## config.mk

```make
export PLATFORM = sky130hd
export DESIGN_NAME = dpot_tws_slave
export DESIGN_NICKNAME = d
export VERILOG_FILES = /design/src/rtl/dpot_pkg.sv /design/src/rtl/tws_bus_sync.sv /design/src/rtl/tws_xfer_fsm.sv /design/src/rtl/nv_prog_timer.sv /design/src/rtl/dpot_tws_slave.sv
export SDC_FILE = /design/constraint.sdc
export NUM_CORES = 1
export LEC_CHECK = 0
export BUFFER_PORTS_ARGS = -buffer_cell sky130_fd_sc_hd__buf_2
export CORE_ASPECT_RATIO = 1.25
export CORE_MARGIN = 2
export CORE_UTILIZATION = 50
export DETAILED_ROUTE_END_ITERATION = 6
export PLACE_DENSITY_LB_ADDON = 0.3
export SLEW_MARGIN = 40
export SYNTH_ARGS = -nofsm -noshare
export SYNTH_HDL_FRONTEND = slang
export SYNTH_HIERARCHICAL = 1
export SYNTH_SLANG_ARGS = --single-unit
```

## constraint.sdc

```tcl
create_clock -name clk -period 7.2 [get_ports clk]
set_clock_uncertainty 0.2 [all_clocks]
set_input_delay 0.72 -clock clk [delete_from_list [all_inputs] [get_ports clk]]
set_output_delay 0.72 -clock clk [all_outputs]
set_load 0.1 [all_outputs]
```

## src/rtl/dpot_pkg.sv

```systemverilog
package dpot_pkg;

  localparam logic [3:0] ADDR_FIXED = 4'b0101;
  localparam logic [3:0] OP_WCR     = 4'hA;
  localparam logic [3:0] OP_NVDR    = 4'hC;
  localparam int         NCH        = 4;
  localparam int         NREG       = 4;
  localparam int         NSLOT      = NCH * NREG;
  localparam int         SLOTW      = $clog2(NSLOT);

  typedef enum logic [2:0] {
    S_IDLE, S_ADDR, S_ADDR_ACK, S_INSTR, S_INSTR_ACK, S_DATA, S_DATA_ACK, S_IGNORE
  } xfer_state_t;

  typedef struct packed {
    logic [3:0] op;
    logic [1:0] sel_reg;
    logic [1:0] sel_ch;
  } instr_t;

  function automatic logic addr_hit(input logic [7:0] b, input logic [3:0] strap);
    return b == {ADDR_FIXED, strap};
  endfunction

  function automatic logic data_allowed(input logic [3:0] op, input logic wp_n);
    return !(op == OP_NVDR && !wp_n);
  endfunction

  function automatic logic [SLOTW-1:0] slot_of(input logic [1:0] ch, input logic [1:0] rs);
    return {ch, rs};
  endfunction

endpackage

```

## src/rtl/tws_bus_sync.sv

```systemverilog
module tws_bus_sync #(
  parameter int STAGES = 2
) (
  input  logic clk,
  input  logic rst_n,
  input  logic scl_i,
  input  logic sda_i,
  input  logic wp_n_i,
  output logic scl_s,
  output logic sda_s,
  output logic wp_s,
  output logic scl_rise,
  output logic scl_fall,
  output logic start_ev,
  output logic stop_ev
);
  logic [STAGES-1:0] scl_q, sda_q, wp_q;
  logic scl_d, sda_d;

  always_ff @(posedge clk or negedge rst_n) begin
    if (!rst_n) begin
      scl_q <= '1;
      sda_q <= '1;
      wp_q  <= '0;
      scl_d <= 1'b1;
      sda_d <= 1'b1;
    end else begin
      scl_q <= {scl_q[STAGES-2:0], scl_i};
      sda_q <= {sda_q[STAGES-2:0], sda_i};
      wp_q  <= {wp_q[STAGES-2:0], wp_n_i};
      scl_d <= scl_q[STAGES-1];
      sda_d <= sda_q[STAGES-1];
    end
  end

  assign scl_s    = scl_q[STAGES-1];
  assign sda_s    = sda_q[STAGES-1];
  assign wp_s     = wp_q[STAGES-1];
  assign scl_rise = scl_s & ~scl_d;
  assign scl_fall = ~scl_s & scl_d;
  assign start_ev = scl_s & scl_d & sda_d & ~sda_s;
  assign stop_ev  = scl_s & scl_d & ~sda_d & sda_s;
endmodule

```

## src/rtl/tws_xfer_fsm.sv

```systemverilog
module tws_xfer_fsm
  import dpot_pkg::*;
#(
  parameter int DW = 6
) (
  input  logic             clk,
  input  logic             rst_n,
  input  logic             scl_rise,
  input  logic             scl_fall,
  input  logic             sda_s,
  input  logic             start_ev,
  input  logic             stop_ev,
  input  logic             wp_s,
  input  logic             busy,
  input  logic [3:0]       strap,
  output logic             sda_oe,
  output logic             addr_ack_ev,
  output logic             data_ack_ev,
  output logic [3:0]       cur_op,
  output logic             wcr_we,
  output logic [1:0]       wcr_ch,
  output logic             prog_req,
  output logic [SLOTW-1:0] prog_slot,
  output logic [DW-1:0]    wr_data
);
  xfer_state_t state;
  logic [7:0]  shreg;
  logic [3:0]  bitcnt;
  instr_t      instr_q;
  logic        pend;
  logic        byte_ok;
  logic        byte_done;

  assign byte_done = scl_fall && (bitcnt == 4'd8);

  always_comb begin
    case (state)
      S_ADDR:  byte_ok = addr_hit(shreg, strap) && !busy;
      S_INSTR: byte_ok = 1'b1;
      S_DATA:  byte_ok = data_allowed(instr_q.op, wp_s);
      default: byte_ok = 1'b0;
    endcase
  end

  always_ff @(posedge clk or negedge rst_n) begin
    if (!rst_n) begin
      state       <= S_IDLE;
      shreg       <= '0;
      bitcnt      <= '0;
      instr_q     <= '0;
      pend        <= 1'b0;
      sda_oe      <= 1'b0;
      addr_ack_ev <= 1'b0;
      data_ack_ev <= 1'b0;
      wcr_we      <= 1'b0;
      prog_req    <= 1'b0;
      wr_data     <= '0;
    end else begin
      addr_ack_ev <= 1'b0;
      data_ack_ev <= 1'b0;
      wcr_we      <= 1'b0;
      prog_req    <= 1'b0;
      if (stop_ev) begin
        state    <= S_IDLE;
        sda_oe   <= 1'b0;
        prog_req <= pend && wp_s && !busy;
        pend     <= 1'b0;
      end else if (start_ev) begin
        state  <= S_ADDR;
        bitcnt <= '0;
        sda_oe <= 1'b0;
        pend   <= 1'b0;
      end else begin
        case (state)
          S_ADDR, S_INSTR, S_DATA: begin
            if (scl_rise && bitcnt != 4'd8) begin
              shreg  <= {shreg[6:0], sda_s};
              bitcnt <= bitcnt + 4'd1;
            end else if (byte_done) begin
              bitcnt <= '0;
              if (!byte_ok) begin
                state <= S_IGNORE;
              end else begin
                sda_oe <= 1'b1;
                case (state)
                  S_ADDR: begin
                    state       <= S_ADDR_ACK;
                    addr_ack_ev <= 1'b1;
                  end
                  S_INSTR: begin
                    state   <= S_INSTR_ACK;
                    instr_q <= instr_t'(shreg);
                  end
                  default: begin
                    state       <= S_DATA_ACK;
                    data_ack_ev <= 1'b1;
                    wr_data     <= shreg[DW-1:0];
                    wcr_we      <= (instr_q.op == OP_WCR);
                    pend        <= (instr_q.op == OP_NVDR);
                  end
                endcase
              end
            end
          end
          S_ADDR_ACK, S_INSTR_ACK, S_DATA_ACK: begin
            if (scl_fall) begin
              sda_oe <= 1'b0;
              case (state)
                S_ADDR_ACK:  state <= S_INSTR;
                S_INSTR_ACK: state <= S_DATA;
                default:     state <= S_IGNORE;
              endcase
            end
          end
          default: ;
        endcase
      end
    end
  end

  assign cur_op    = instr_q.op;
  assign wcr_ch    = instr_q.sel_ch;
  assign prog_slot = slot_of(instr_q.sel_ch, instr_q.sel_reg);
endmodule

```

## src/rtl/nv_prog_timer.sv

```systemverilog
module nv_prog_timer #(
  parameter int CYCLES = 250000,
  parameter int DW     = 6,
  parameter int IDXW   = 4
) (
  input  logic            clk,
  input  logic            rst_n,
  input  logic            start,
  input  logic [IDXW-1:0] idx,
  input  logic [DW-1:0]   data,
  output logic            busy,
  output logic            commit,
  output logic [IDXW-1:0] commit_idx,
  output logic [DW-1:0]   commit_data
);
  localparam int CW = $clog2(CYCLES + 1);
  localparam logic [CW-1:0] LOAD = CW'(CYCLES - 1);

  logic [CW-1:0] cnt;

  always_ff @(posedge clk or negedge rst_n) begin
    if (!rst_n) begin
      busy        <= 1'b0;
      cnt         <= '0;
      commit_idx  <= '0;
      commit_data <= '0;
    end else if (start && !busy) begin
      busy        <= 1'b1;
      cnt         <= LOAD;
      commit_idx  <= idx;
      commit_data <= data;
    end else if (busy) begin
      if (cnt == '0) busy <= 1'b0;
      else           cnt  <= cnt - 1'b1;
    end
  end

  assign commit = busy && (cnt == '0);
endmodule

```

## src/rtl/dpot_tws_slave.sv

```systemverilog
module dpot_tws_slave
  import dpot_pkg::*;
#(
  parameter int DW          = 6,
  parameter int PROG_CYCLES = 250000,
  parameter int SYNC_STAGES = 2
) (
  input  logic              clk,
  input  logic              rst_n,
  input  logic              scl_i,
  input  logic              sda_i,
  output logic              sda_oe,
  input  logic [3:0]        strap_i,
  input  logic              wp_n_i,
  output logic              busy_o,
  output logic [NCH*DW-1:0]   wcr_o,
  output logic [NSLOT*DW-1:0] nv_o
);
  logic scl_s, sda_s, wp_s, scl_rise, scl_fall, start_ev, stop_ev;
  logic addr_ack_ev, data_ack_ev, wcr_we, prog_req, nv_commit;
  logic [3:0]       cur_op;
  logic [1:0]       wcr_ch;
  logic [SLOTW-1:0] prog_slot, commit_slot;
  logic [DW-1:0]    wr_data, commit_data;

  logic [DW-1:0] wcr_q [NCH];
  logic [DW-1:0] nv_q  [NSLOT];

  tws_bus_sync #(.STAGES(SYNC_STAGES)) u_sync (
    .clk(clk), .rst_n(rst_n), .scl_i(scl_i), .sda_i(sda_i), .wp_n_i(wp_n_i),
    .scl_s(scl_s), .sda_s(sda_s), .wp_s(wp_s), .scl_rise(scl_rise),
    .scl_fall(scl_fall), .start_ev(start_ev), .stop_ev(stop_ev)
  );

  tws_xfer_fsm #(.DW(DW)) u_fsm (
    .clk(clk), .rst_n(rst_n), .scl_rise(scl_rise), .scl_fall(scl_fall),
    .sda_s(sda_s), .start_ev(start_ev), .stop_ev(stop_ev), .wp_s(wp_s),
    .busy(busy_o), .strap(strap_i), .sda_oe(sda_oe), .addr_ack_ev(addr_ack_ev),
    .data_ack_ev(data_ack_ev), .cur_op(cur_op), .wcr_we(wcr_we), .wcr_ch(wcr_ch),
    .prog_req(prog_req), .prog_slot(prog_slot), .wr_data(wr_data)
  );

  nv_prog_timer #(.CYCLES(PROG_CYCLES), .DW(DW), .IDXW(SLOTW)) u_timer (
    .clk(clk), .rst_n(rst_n), .start(prog_req), .idx(prog_slot), .data(wr_data),
    .busy(busy_o), .commit(nv_commit), .commit_idx(commit_slot),
    .commit_data(commit_data)
  );

  always_ff @(posedge clk or negedge rst_n) begin
    if (!rst_n) begin
      for (int i = 0; i < NCH; i++) wcr_q[i] <= '0;
    end else if (wcr_we) begin
      wcr_q[wcr_ch] <= wr_data;
    end
  end

  always_ff @(posedge clk or negedge rst_n) begin
    if (!rst_n) begin
      for (int i = 0; i < NSLOT; i++) nv_q[i] <= '0;
    end else if (nv_commit) begin
      nv_q[commit_slot] <= commit_data;
    end
  end

  for (genvar c = 0; c < NCH; c++) begin : g_wcr_out
    assign wcr_o[c*DW +: DW] = wcr_q[c];
  end

  for (genvar s = 0; s < NSLOT; s++) begin : g_nv_out
    assign nv_o[s*DW +: DW] = nv_q[s];
  end
endmodule

```

======== Yosys cells after proc, flatten, opt, wreduce, memory -nomap -nowiden ========
Index checks and enable logic that the tools add are counted.
storage, ports and cells
  output and inout port bits .............. 122
  logic and storage cells ................. 161
  register bits after elaboration ......... 190
  input port bits ......................... 9
operators by class
  add/subtract/negate cells ............... 2
  magnitude comparators ................... 4
  reductions and logical operators ........ 32
  bitwise gates (word level) .............. 17
  eq/ne operators ......................... 18
  muxes and demuxes ....................... 48
operator list
  kind                                                                      number
  96-bit bitwise mux                                                        1
  18-bit 2-to-1 mux                                                         3
  24-bit bitwise mux                                                        1
  6-bit demux with 4-bit select                                             1
  1-bit 2-to-1 mux                                                          24
  18-bit zero test                                                          1
  3-bit 2-to-1 mux                                                          6
  3-bit one-hot mux with 2 select lines                                     3
  18-bit by 1-bit subtractor with 18-bit output (second input constant)     1
  4-bit 2-to-1 mux                                                          4
  7-bit AND reduction                                                       2
  6-bit demux with 2-bit select                                             1
  4-bit == test (second input constant)                                     3
  6-bit 2-to-1 mux                                                          2
  4-bit by 3-bit inequality test with 1-bit output (second input constant)  3
  3-bit nonzero test                                                        4
  1-bit logical AND                                                         10
  5-bit AND reduction                                                       2
  3-bit == test (second input constant)                                     3
  8-bit by 7-bit == test with 1-bit output                                  1
  4-bit inequality test (second input constant)                             2
  1-bit inverter                                                            8
  4-bit AND reduction                                                       2
  1-bit AND                                                                 7
  21 further kinds                                                          26

======== Longest topological paths before layout ========
  depth in word-level cells ............... 10
  mapped depth ............................ 9
  depth with buffers taken out ............ 8

======== By module ========
The synthesis kept the hierarchy.
modules (own cells, without submodules)
  module          instances  sequential area each (µm²)  cells an instance  area an instance (µm²)
  dpot_tws_slave  1          3002.9                      279                4558.1
  tws_xfer_fsm    1          875.8                       129                1615.3
  nv_prog_timer   1          725.7                       149                1465.2
  tws_bus_sync    1          207.7                       12                 240.2

======== Worst setup path before layout ========
Ideal clock, no wire load.
  path type ............................... reg2reg
  from .................................... register u_timer.busy
  to ...................................... register nv_q, in the netlist nv_o[24]
  library setup time ...................... 128 ps
  stages on the path, launching flop included .. 8
  path buffers ............................ 2
  arrival ................................. 2443 ps
  period minus slack after synthesis ...... 2772 ps
  path slack .............................. 4428 ps
  required time ........................... 6872 ps
  cell sequence ........................... dfrtp_1 > buf_4 > nand3_2 > nor2_1 > nand3b_1 > or3_1 > clkbuf_1 > mux2_1
on the way
  word-level cells in the longest chain between the ends .. 1
RTL lines
  item                           line                  RTL
  start, declared                nv_prog_timer.sv:11   output logic busy,
  start signal, assigned         nv_prog_timer.sv:23   busy <= 1'b0;
  start signal, assigned         nv_prog_timer.sv:28   busy <= 1'b1;
  start signal, assigned         nv_prog_timer.sv:33   if (cnt == '0) busy <= 1'b0;
  1-bit logical AND              nv_prog_timer.sv:38   assign commit = busy && (cnt == '0);
  net nv_commit                  dpot_tws_slave.sv:20  logic addr_ack_ev, data_ack_ev, wcr_we, prog_req, nv_commit;
  end signal, assigned by index  dpot_tws_slave.sv:61  nv_q[commit_slot] <= commit_data;
  end, declared                  dpot_tws_slave.sv:27  logic [DW-1:0] nv_q [NSLOT];
The timed path passes the listed nets, and every way through them passes these cells.
A chain may end at the register's enable or synchronous reset.

======== Worst setup path after layout ========
  from .................................... register u_timer.cnt[0]
  to ...................................... register nv_q, in the netlist nv_o[20]
on the way
  word-level cells in the longest chain between the ends .. 2
RTL lines
  item                    line                  RTL
  start, declared         nv_prog_timer.sv:19   logic [CW-1:0] cnt;
  start signal, assigned  nv_prog_timer.sv:34   else cnt <= cnt - 1'b1;
  18-bit zero test        nv_prog_timer.sv:38
  1-bit logical AND       nv_prog_timer.sv:38
  net nv_commit           dpot_tws_slave.sv:20
The timed path passes the listed nets, and every way through them passes these cells.

==> impl_metrics.yaml <==
worst_setup_path:
  worst-path-max-fanout: 7
  required_ns: 7.31
  worstPathCellList: "inv_1, ha_1, nor4b_4, nand3_2, nor2_1, nor3b_2, and3_1, mux2_2"
  cp_slowest_cell: "dfrtp_1"
  end_kind: "flop"
  cp_num_buf_inv: 1
  worstPathArrival_ns: 2.92
  worst_path_largest_cell_delay_ns: 0.43
  crit_type: "reg2reg"
  startpoint_type: "flop"
  critical_path.top_delay_family: "simple AND/OR/NAND/NOR gates"
cells_and_area:
  num_antenna_cells: 0
  fin_area_um2: 9240
  syn_to_final_growth_pct: 18.5
  drive_gt1_frac: 0.460
  nNetsFinal: 706
  most-common-layout-cells: "dfrtp_1 (184), mux2_2 (135), buf_2 (129)"
  final_common_cell: "dfrtp_1"
clocking:
  postCtsSetupBuffers: 0
  clock_latency_ns: 0.42
  cts.sinks: 190
  cts_inserted_buffers: 17
  htreeDepth: 4
  clk_root_buffer_cell: "clkbuf_16"
  tritoncts: "built"
  path_clk_slew_ns: 0.06
  ctsLongestPathBuffers: 2
yosys:
  syn_avg_cell_area_um2: 13.9
  synthCells: 562
  syn-num-nets: 574
  yosysWarnings: 6
  synth_area_um2: 7800
pwr:
  vdd_ir_drop_max_mv: 0.177
  p_per_area_nw_per_um2: 232
  power.leakage_nw: 4.96
floorplanning:
  core_um2: 15400
  fp.dieW_um: 116
  die-area_um2: 16600
  io_pins: 131
  placementRows: 51
  die_h_um: 144
  start_util: 0.505
sta:
  setup_tns_ns: 0
  min_period_over_period: 0.390
  finalSetupViolCount: 0
  min_period_ns: 2.81
  worst_pin_slew_ns: 0.780
  hold_viol_final: 0
  drv_slew: 0
  relSlewSlack: 0.480
  fmax_ghz: 0.356
  rsz0062_at_grt: "no"
grt:
  busiest_layer: "met2"
  use_met1: 0.257
  grt_pass1_wl_um: 25900
  met2_usage: 0.343
  grt.met3_usage: 0.0434
  grt_use_total: 0.203
  grt_pass1_vias: 4974
  grt_start_max_net_pins: 114
  antenna_found_initial: 0
  grt.overflow.total: 0
detailed_routing:
  vias: 4949
  wl_um: 16300
  dr.first_iter.drc_count: 281
  drt_pass1_iterations: 6
  routedWlPerCell_um: 17.8
  antenna_left: 0
  vias_per_cell: 5.40
  drc: 0
placement:
  portBuffers: 130
  gp_congestion: 0.771
  dpl_cell_area_um2: 8650
  dp_hpwl_um: 11300
min_path:
  min_path_type: "reg2reg"
run_status:
  outcome: "finished clean"
job:
  max_cap_viol_count: 0
==> path summary, 6_finish.rpt <==
check	start	endpoint	cells after the start	slack, ns
worst max-delay path	u_timer/cnt[0]$_DFFE_PN0P_	nv_o[20]$_DFFE_PN0P_	8	4.39
worst min-delay path	u_sync/scl_q[0]$_DFF_PN1_	u_sync/scl_q[1]$_DFF_PN1_	0	0.16
worst min register to register	u_sync/scl_q[0]$_DFF_PN1_	u_sync/scl_q[1]$_DFF_PN1_	0	0.16
worst max register to register	u_timer/cnt[0]$_DFFE_PN0P_	nv_o[20]$_DFFE_PN0P_	8	4.39
min in group asynchronous	rst_n	nv_o[16]$_DFFE_PN0P_	2	0.55
max in group asynchronous	rst_n	wcr_o[18]$_DFFE_PN0P_	3	5.29
==> layout make-up <==
type	instances	area [um2]
Tap cell	212	265
Inverter	7	26.3
Timing Repair Buffer	133	709
Clock inverter	7	77.6
Sequential cell	190	4760
Clock buffer	23	478
Multi-Input combinational cell	345	2920
Fill cell	1245	6200
==> state kept, by name, indices dropped and copies added, names as in the netlist, 3 cells and up <==
name,cells
u_timer/cnt,18
u_fsm/shreg,8
u_timer/commit_idx,4
u_timer/commit_data,6
u_fsm/wr_data,6
u_fsm/bitcnt,4
nv_o,96
wcr_o,24
u_fsm/cur_op,4
u_fsm/state,3
==> per-stage QoR <==
| stage | power [W] | util | instances | worst slack [ns] | hold WS (ns) |
|---|---|---|---|---|---|
| after floorplan | 0.00121 | - | 562 | 4.44 | 0.131 |
| after global placement | 0.00126 | 0.559 | 885 | 4.50 | 0.135 |
| after CTS | 0.00216 | 0.596 | 915 | 4.40 | 0.158 |
| after detailed placement | 0.00127 | 0.560 | 885 | 4.42 | 0.148 |
| after global routing | 0.00222 | 0.598 | 917 | 4.14 | 0.160 |
| final | 0.00214 | 0.598 | 917 | 4.39 | 0.156 |
==> report_power, final <==
part           switching (W)  internal, W
clock network       0.000386     0.000504
registers          0.0000498      0.00110
logic              0.0000509    0.0000479
==> routing by layer <==
| layer | routed length [um] | share of wire |
|---|---|---|
| met5 | 0 | 0 |
| met2 | 8520 | 0.52 |
| met3 | 680 | 0.042 |
| met1 | 6830 | 0.42 |
| met4 | 273 | 0.017 |
==> what timing repair did <==
item	in CTS	in global routing
hold buffers	0	1
resized for setup	0	0
hold endpoints to repair	0	35
(Power assumes the default switching activity.)
